**config.mk**
```make
export PLATFORM = sky130hd
export DESIGN_NAME = port_flush_engine
export DESIGN_NICKNAME = d
export VERILOG_FILES = /design/src/rtl/port_flush_engine.sv
export SDC_FILE = /design/constraint.sdc
export NUM_CORES = 1
export LEC_CHECK = 0
export BUFFER_PORTS_ARGS = -buffer_cell sky130_fd_sc_hd__buf_2
export CAP_MARGIN = 20
export CELL_PAD_IN_SITES_DETAIL_PLACEMENT = 1
export CELL_PAD_IN_SITES_GLOBAL_PLACEMENT = 1
export CORE_MARGIN = 1
export CORE_UTILIZATION = 36
export DETAILED_ROUTE_END_ITERATION = 8
export PLACE_DENSITY_LB_ADDON = 0.2
export SETUP_SLACK_MARGIN = 0.2
export SKIP_CTS_REPAIR_TIMING = 1
export SLEW_MARGIN = 25
export SYNTH_ARGS = -nofsm -noshare
export SYNTH_HDL_FRONTEND = slang
export SYNTH_SLANG_ARGS = --single-unit
```
**constraint.sdc**
```tcl
create_clock -name clk -period 5.8 [get_ports clk]
set_clock_uncertainty 0.1 [all_clocks]
set_input_delay 0.87 -clock clk [delete_from_list [all_inputs] [get_ports clk]]
set_output_delay 0.87 -clock clk [all_outputs]
set_load 0.01 [all_outputs]
```
**src/rtl/port_flush_engine.sv**
```systemverilog
module port_flush_engine #(
  parameter int DEPTH = 16,
  localparam int IDX_W = (DEPTH > 1) ? $clog2(DEPTH) : 1,
  localparam int ENTRY_W = 72
) (
  input  logic               clk,
  input  logic               rst_n,
  input  logic               start,
  input  logic [2:0]         flush_mask,
  input  logic               mc_only,
  input  logic [11:0]        flush_vid,
  output logic               busy,
  output logic               done,
  output logic [IDX_W-1:0]   tbl_addr,
  output logic               tbl_rd_en,
  input  logic [ENTRY_W-1:0] tbl_rdata,
  output logic               tbl_wr_en,
  output logic [ENTRY_W-1:0] tbl_wdata
);
  localparam logic [IDX_W-1:0] LAST_IDX = IDX_W'(DEPTH - 1);

  typedef enum logic [2:0] {S_IDLE, S_RD, S_MOD, S_WR, S_DONE} state_t;

  state_t               state;
  logic [IDX_W-1:0]     idx;
  logic [2:0]           cfg_mask;
  logic                 cfg_mc;
  logic [11:0]          cfg_vid;
  logic [ENTRY_W-1:0]   ent;
  logic [ENTRY_W-1:0]   nxt;

  wire [1:0]  kind     = tbl_rdata[61:60];
  wire        is_addr  = (kind == 2'd1) || (kind == 2'd3);
  wire        is_mc    = tbl_rdata[40];
  wire [2:0]  pset     = tbl_rdata[68:66];
  wire [1:0]  owner    = tbl_rdata[67:66];
  wire        vid_ok   = (&cfg_vid) || (tbl_rdata[59:48] == cfg_vid);
  wire        is_bcast = &tbl_rdata[47:0];
  wire [3:0]  mask4    = {1'b0, cfg_mask};
  wire        uc_hit   = mask4[owner];
  wire [2:0]  pleft    = pset & ~cfg_mask;
  wire        overlap  = |(pset & cfg_mask);
  wire        mc_act   = is_addr && is_mc && (!cfg_mc || (vid_ok && !is_bcast));
  wire        uc_act   = is_addr && !is_mc && !cfg_mc;

  always_comb begin
    nxt = tbl_rdata;
    if (mc_act && overlap) begin
      if (pleft == 3'b000) nxt[61:60] = 2'd0;
      else                 nxt[68:66] = pleft;
    end
    if (uc_act && uc_hit) nxt[61:60] = 2'd0;
  end

  always_ff @(posedge clk or negedge rst_n) begin
    if (!rst_n) begin
      state    <= S_IDLE;
      idx      <= '0;
      cfg_mask <= '0;
      cfg_mc   <= 1'b0;
      cfg_vid  <= '0;
      ent      <= '0;
    end else begin
      case (state)
        S_IDLE: if (start) begin
          state    <= S_RD;
          idx      <= '0;
          cfg_mask <= flush_mask;
          cfg_mc   <= mc_only;
          cfg_vid  <= flush_vid;
        end
        S_RD:  state <= S_MOD;
        S_MOD: begin
          ent   <= nxt;
          state <= S_WR;
        end
        S_WR: begin
          if (idx == LAST_IDX) state <= S_DONE;
          else begin
            idx   <= idx + 1'b1;
            state <= S_RD;
          end
        end
        default: state <= S_IDLE;
      endcase
    end
  end

  assign busy      = (state == S_RD) || (state == S_MOD) || (state == S_WR);
  assign done      = (state == S_DONE);
  assign tbl_rd_en = (state == S_RD);
  assign tbl_wr_en = (state == S_WR);
  assign tbl_addr  = idx;
  assign tbl_wdata = ent;
endmodule


```
==> qor.txt, run 1 <==
========================================================================================
Number of nets still failing antenna checks after routing                              0
Total routing resource utilization after global routing                            21.9%
Die outline area                                                             11600 sq um
CTS max path bufs                                                                      2
Post-place setup slack                                                           3.17 ns
Flops & latches, synth                                                                95
Largest fanout on the critical path                                                    9
First-pass GRT wire length                                                      19200 um
Clock Tree Root                                                             sky130_fd_sc_hd__clkbuf_8
Number of ports placed on the die boundary                                           171
Pin count of the biggest net entering global routing                                  74
Unique masters post-synth                                                             35
Worst Path Required                                                              4.83 ns
Synth Warn #                                                                           0
Final #Nets                                                                          715
Initial drt markers                                                                  124
Critical path data arrival time                                                  1.38 ns
Antenna diode count                                                                    0
Die height                                                                        108 um
Port bufs                                                                            170
First-pass iteration count of the detailed router                                      4
Crit path cell chain                                                        nand3b_1, inv_1, buf_2
Worst setup path start                                                      state[2]$_DFFE_PN0P_
Hold/Removal Path Class                                                     input port to asynchronous set/reset pin
Final WS setup                                                                   3.45 ns
Starting density of the core                                                       37.0%
Leading cell types by total area after synthesis                            sky130_fd_sc_hd__dfrtp_1 (59%), sky130_fd_sc_hd__nand2_1 (24%), sky130_fd_sc_hd__xor2_1 (2.6%)
# rows                                                                                38
Nature of the critical path startpoint                                          register
Sequential cell area fraction in the yosys report                                  59.3%
Launch instance of the worst register-to-register path                      state[2]$_DFFE_PN0P_
Setup crit end kind                                                         primary output
Remaining Overflow, GRT                                                                0
Slowest stage delay, CP                                                          0.50 ns
Synthesized instance count                                                           458
Cell area after placement                                                     5000 sq um
Buffering stage count on the worst path with inverters included                        2
Setup-failing EPs final                                                                0
Relative slew slack                                                                47.3%
Final Hold Vio Count                                                                   0
Result of the run                                                              completed
Post-synth top area share                                                          59.3%
Total number of vias                                                                3813
Share of the clock period used by the worst path after layout                      40.6%
Total power of the final layout                                                  2.79 mW
Antenna violations before repair                                                       0
Areal power density over the cells                                           537 nW/um^2
Clock Sinks                                                                           95
Post-Syn Area                                                                 4010 sq um
Unrepaired setup endpoints after global routing                                       no
Post-Route Setup TNS                                                                0 ns
Average wire per cell in the routed design                                       15.9 um
Clock latency at the later pin of the worst-skew pair                            0.36 ns
P_leak                                                                           2.90 nW
Hpwl dp                                                                          9020 um
Post-layout min period                                                           2.35 ns
Maximum resistive drop on vdd                                                 0.000217 V
Vias in the first global route                                                      3794
Cell taking the most area after synthesis                                   sky130_fd_sc_hd__dfrtp_1
Clock slew at reported path FFs                                                  0.09 ns
Mean cell area of the mapped netlist                                          8.76 sq um
Clock tree from TritonCTS                                                          built
Maximum operating frequency                                                    0.425 GHz
Number of buffers created by CTS                                                       9
Design Area, Final                                                            5190 sq um
Category of cells accounting for the largest share of critical-path delay     flip-flops
Cell with the biggest individual delay on the critical path                 sky130_fd_sc_hd__dfrtp_1
Class of the most critical setup path                                       register to primary output
Max Slew Vio Count                                                                     0
Drc violations                                                                         0
Fraction of layout instances using a drive strength above 1                        30.9%
Area growth, synth to finish                                                       29.5%
Number of max-cap violations                                                           0
Vias per std cell                                                                   4.96
Core region area                                                             10800 sq um
Die Width                                                                         108 um
H-Tree Level Count                                                                     3
Routed wire length                                                              12200 um
Post-synth net total                                                                 550
Worst Tran Pin Value                                                            0.790 ns
Final weighted congestion in routability-driven placement                          0.840
========================================================================================
==> where the power goes <==
part	internal, mW	leakage, nW	switching (mW)
combinational	0.439	1.63	0.714
clock	0.212	0.0997	0.231
sequential	0.983	1.17	0.213
==> final cells by class <==
cell class                      instances  area (sq um)
Fill cell                            1353          5650
Sequential cell                        95          2380
Multi-Input combinational cell        337          1540
Timing Repair Buffer                  174           883
Tap cell                              140           175
Clock buffer                           11           141
Clock inverter                          5          56.3
Inverter                                6          22.5
==> path summary, 6_finish.rpt <==
path	slack, ns	depth (start not counted)	to
worst max-delay path	3.45	3	tbl_wr_en
worst min-delay path	0.37	1	tbl_wdata[30]$_DFFE_PN0P_
worst max register to register	3.60	5	tbl_wdata[60]$_DFFE_PN0P_
worst min register to register	0.38	2	tbl_wdata[21]$_DFFE_PN0P_
max in group asynchronous	4.10	2	tbl_wdata[31]$_DFFE_PN0P_
min in group clk	0.38	2	tbl_wdata[21]$_DFFE_PN0P_
==> layer usage <==
layer	vias to the layer above	global-route usage (%)	share of wire [%]
met1	1859	27.8	42
met4	0	8.81	2.3
met5	-	0	0
met2	136	36.7	49
li1	1796	-	-
met3	22	3.93	6.5
==> cell usage after synthesis <==
| cell | number |
|---|---|
| sky130_fd_sc_hd__nand2_1 | 252 |
| sky130_fd_sc_hd__dfrtp_1 | 95 |
| sky130_fd_sc_hd__clkbuf_1 | 18 |
| sky130_fd_sc_hd__nand4_1 | 14 |
| sky130_fd_sc_hd__xor2_1 | 12 |
| sky130_fd_sc_hd__o21ai_0 | 10 |
| sky130_fd_sc_hd__nor2_1 | 8 |
| sky130_fd_sc_hd__inv_1 | 6 |
| sky130_fd_sc_hd__nand3_1 | 5 |
| sky130_fd_sc_hd__a21oi_1 | 3 |
| sky130_fd_sc_hd__nor4_1 | 3 |
| sky130_fd_sc_hd__a31oi_1 | 2 |
| sky130_fd_sc_hd__a32oi_1 | 2 |
| sky130_fd_sc_hd__a41oi_1 | 2 |
| sky130_fd_sc_hd__buf_2 | 2 |
| sky130_fd_sc_hd__mux2i_1 | 2 |
| sky130_fd_sc_hd__nand3b_1 | 2 |
| sky130_fd_sc_hd__nor3b_1 | 2 |
| sky130_fd_sc_hd__or4_1 | 2 |
| sky130_fd_sc_hd__a2111oi_0 | 1 |
| sky130_fd_sc_hd__a2111oi_2 | 1 |
| sky130_fd_sc_hd__a222oi_1 | 1 |
| sky130_fd_sc_hd__a22oi_1 | 1 |
| sky130_fd_sc_hd__and2_1 | 1 |
| sky130_fd_sc_hd__ha_1 | 1 |
| sky130_fd_sc_hd__nand2b_1 | 1 |
| sky130_fd_sc_hd__nor3_1 | 1 |
| sky130_fd_sc_hd__nor4_2 | 1 |
| sky130_fd_sc_hd__nor4b_2 | 1 |
| sky130_fd_sc_hd__o211ai_1 | 1 |
| sky130_fd_sc_hd__o22ai_1 | 1 |
| sky130_fd_sc_hd__o31ai_1 | 1 |
| sky130_fd_sc_hd__or3_1 | 1 |
| sky130_fd_sc_hd__or3b_2 | 1 |
| sky130_fd_sc_hd__xnor2_1 | 1 |
==> sequential cells by signal, indices dropped and copies added (netlist names) <==
name	cells
tbl_addr	4
state	3
cfg_vid	12
tbl_wdata	72
cfg_mask	3
cfg_mc	1
==> cell families after synthesis <==
family | count (synthesis) | synth area share (%)
AOI/OAI and AO/OA | 26 | 4.37
xor gates and xnor gates | 13 | 2.84
adders and majority gates | 1 | 0.312
buffers and inverters | 26 | 2.50
DFF | 95 | 59.3
muxes | 2 | 0.499
and+or+nand+nor | 295 | 30.2
==> stage by stage <==
step                      instances  hold slack (ns)  utilization, %
final                           768            0.370            47.9
after global routing            768            0.393            47.9
after CTS                       768            0.381            47.9
after detailed placement        752            0.358            46.1
after global placement          752            0.353            46.1
after floorplan                 458            0.372               -
==> cells in the final DEF (no fill, tap or decap), types with 3 or more instances in the layout <==
cell type	synthesis	layout
sky130_fd_sc_hd__a21oi_1	3	3
sky130_fd_sc_hd__buf_2	2	169
sky130_fd_sc_hd__buf_4	0	5
sky130_fd_sc_hd__clkbuf_8	0	10
sky130_fd_sc_hd__dfrtp_1	95	95
sky130_fd_sc_hd__inv_1	6	6
sky130_fd_sc_hd__nand2_1	252	252
sky130_fd_sc_hd__nand3_1	5	5
sky130_fd_sc_hd__nand4_1	14	14
sky130_fd_sc_hd__nor2_1	8	8
sky130_fd_sc_hd__nor4_1	3	3
sky130_fd_sc_hd__o21ai_0	10	10
sky130_fd_sc_hd__xor2_1	12	12
(Power assumes the default switching activity.)
==> run 2, diff against run 1 <==
Settings changed: CORE_UTILIZATION 36 to 34.
Clock period 5.8 ns to 2.3 ns, I/O delays scaled along.
==> run 2 against run 1 <==
Against the previous run: utilization down 0.73 points; flip-flop and latch count unchanged; design area up 4.2%; global-route usage down 1.3 points; setup slack worse by 3.1 ns; wire length down 2.2%; clock power rose to 3.5 times the previous value; largest cell class unchanged.
==> qor.txt, run 2 (synthesis gave the netlist of run 1 again) <==
========================================================================================
P_leak                                                                           3.01 nW   +3.7%
Crit path cell chain                                                        xor2_1, nor4_1, a31oi_1, a2111oi_4, a41oi_1
Maximum operating frequency                                                    0.518 GHz
Antenna violations before repair                                                       0   unchanged
First-pass GRT wire length                                                      20000 um   +4.2%
Vias in the first global route                                                      3946   +4.0%
Antenna diode count                                                                    0   unchanged
Final Core Density                                                                 47.2%   -0.73 points
Clock tree from TritonCTS                                                          built
Routed wire length                                                              11900 um   -2.2%
Critical path data arrival time                                                  2.02 ns   +0.64 ns
Leading cell types in the layout, fill and taps excluded                    sky130_fd_sc_hd__nand2_1 (252), sky130_fd_sc_hd__buf_2 (169), sky130_fd_sc_hd__dfrtp_1 (95), sky130_fd_sc_hd__nand4_1 (14), sky130_fd_sc_hd__xor2_1 (12)
Hold/Removal Path Class                                                     input port to register
Post-layout min period                                                           1.93 ns
Nature of the critical path startpoint                                          register
Final weighted congestion in routability-driven placement                          0.811   -3.5%
Die Width                                                                         111 um   +2.8%
Average wire per cell in the routed design                                       15.3 um   -3.3%
Die height                                                                        111 um   +2.8%
Final WS setup                                                                  0.371 ns   -3.08 ns
Unrepaired setup endpoints after global routing                                       no
Reg area                                                                      2380 sq um   unchanged
Clock slew at reported path FFs                                                  0.07 ns   -0.02 ns
Count of filler cells inserted in the layout                                        1440   +6.4%
Slowest stage delay, CP                                                          0.41 ns   -0.09 ns
Design Area, Final                                                            5410 sq um   +4.2%
Largest fanout on the critical path                                                    5   -4
Cell Count, Final, Fillers Out                                                       777   +1.2%
Number of buffers created by CTS                                                       9   unchanged
Relative slew slack                                                                63.2%   +16 points
Hpwl dp                                                                          8880 um   -1.6%
Clock Tree Root                                                             sky130_fd_sc_hd__clkbuf_16
Cell area after placement                                                     5070 sq um   +1.5%
Maximum resistive drop on vdd                                                 0.000581 V   +170%
Core region area                                                             11500 sq um   +5.8%
Flip-flop count of the largest register after layout                                  72   unchanged
First-pass iteration count of the detailed router                                      4   unchanged
Buffering stage count on the worst path with inverters included                        0   -2
Setup-failing EPs final                                                                0   unchanged
# rows                                                                                39   +2.6%
Final Hold Vio Count                                                                   0   unchanged
Clock latency at the later pin of the worst-skew pair                            0.34 ns   -0.02 ns
Class of the most critical setup path                                       register to register
Cell with the biggest individual delay on the critical path                 sky130_fd_sc_hd__dfrtp_1
Remaining Overflow, GRT                                                                0   unchanged
Clock Sinks                                                                           95   unchanged
Most frequent standard cell in the layout excluding fill and tap cells      sky130_fd_sc_hd__nand2_1
Area growth, synth to finish                                                       34.9%
Drc violations                                                                         0   unchanged
Post-Route Setup TNS                                                                0 ns   unchanged
CTS max path bufs                                                                      2   unchanged
Final #Nets                                                                          722   +0.98%
Die outline area                                                             12200 sq um   +5.8%
Pin count of the biggest net entering global routing                                  50   -32%
Worst Path Required                                                              2.39 ns   -2.44 ns
Initial drt markers                                                                  154   +24%
Result of the run                                                              completed
Total routing resource utilization after global routing                            20.6%   -1.3 points
Starting density of the core                                                       35.0%   -2.0 points
Vias per std cell                                                                   4.83   -2.7%
Post-place setup slack                                                          0.198 ns   -2.97 ns
Category of cells accounting for the largest share of critical-path delay   compound AO/OA/AOI/OAI gates
H-Tree Level Count                                                                     3   unchanged
Fraction of layout instances using a drive strength above 1                        31.4%   +0.50 points
Number of ports placed on the die boundary                                           171   unchanged
Setup crit end kind                                                             register
Worst Tran Pin Value                                                            0.553 ns   -0.238 ns
Multi-input combinational cell area                                           1560 sq um   +1.4%
Total number of vias                                                                3752   -1.6%
Areal power density over the cells                                          1390 nW/um^2   +160%
Share of the clock period used by the worst path after layout                      83.9%
Port bufs                                                                            170   unchanged
Max Slew Vio Count                                                                     0   unchanged
Number of nets still failing antenna checks after routing                              0   unchanged
Number of instances in the placed design                                             761   +1.2%
Number of max-cap violations                                                           0   unchanged
========================================================================================
==> run 2: worst paths after layout <==
path	to	cells after the start	slack [ns]	start
setup / recovery	tbl_wdata[68]$_DFFE_PN0P_	5	0.37	cfg_vid[7]$_DFFE_PN0P_
hold / removal	tbl_wdata[70]$_DFFE_PN0P_	3	0.09	tbl_rdata[70]
setup reg to reg	tbl_wdata[68]$_DFFE_PN0P_	5	0.37	cfg_vid[7]$_DFFE_PN0P_
hold reg to reg	tbl_wdata[54]$_DFFE_PN0P_	2	0.37	tbl_wdata[54]$_DFFE_PN0P_
max in group asynchronous	tbl_addr[1]$_DFFE_PN0P_	3	1.02	rst_n
min in group asynchronous	tbl_wdata[13]$_DFFE_PN0P_	2	0.37	rst_n
==> run 2: per-stage QoR <==
step                      power (mW)  hold WS [ns]
final                           7.53        0.0909
after global routing            8.13        0.0950
after CTS                       7.64        -0.182
after detailed placement        6.06         0.189
after global placement          5.93         0.191
after floorplan                 4.67       -0.0506
==> run 2: worst min-delay path: stages <==
cell and delay [ns]:
sky130_fd_sc_hd__buf_2 0.07, sky130_fd_sc_hd__nand2_1 0.04, sky130_fd_sc_hd__nand2_1 0.05
==> run 2: cell type report <==
| class | instances | area share (%) |
|---|---|---|
| Clock buffer | 13 | 4.99 |
| Clock inverter | 2 | 0.717 |
| Inverter | 6 | 0.416 |
| Multi-Input combinational cell | 337 | 28.8 |
| Sequential cell | 95 | 43.9 |
| Tap cell | 143 | 3.31 |
| Timing Repair Buffer | 181 | 17.8 |
==> run 2: routing by layer <==
metal | up-vias | global-route usage (%) | routed length [um]
met1 | 1807 | 28.1 | 5460
li1 | 1810 | - | -
met2 | 121 | 32.5 | 5660
met4 | 0 | 7.02 | 173
met3 | 14 | 4.23 | 626
met5 | - | 0 | 0
==> run 2: report_power, final <==
group | total, mW | internal [mW] | switching (mW)
registers | 3.00 | 2.49 | 0.519
logic | 2.98 | 1.17 | 1.81
clock network | 1.55 | 0.929 | 0.620
total | 7.53 | 4.58 | 2.94
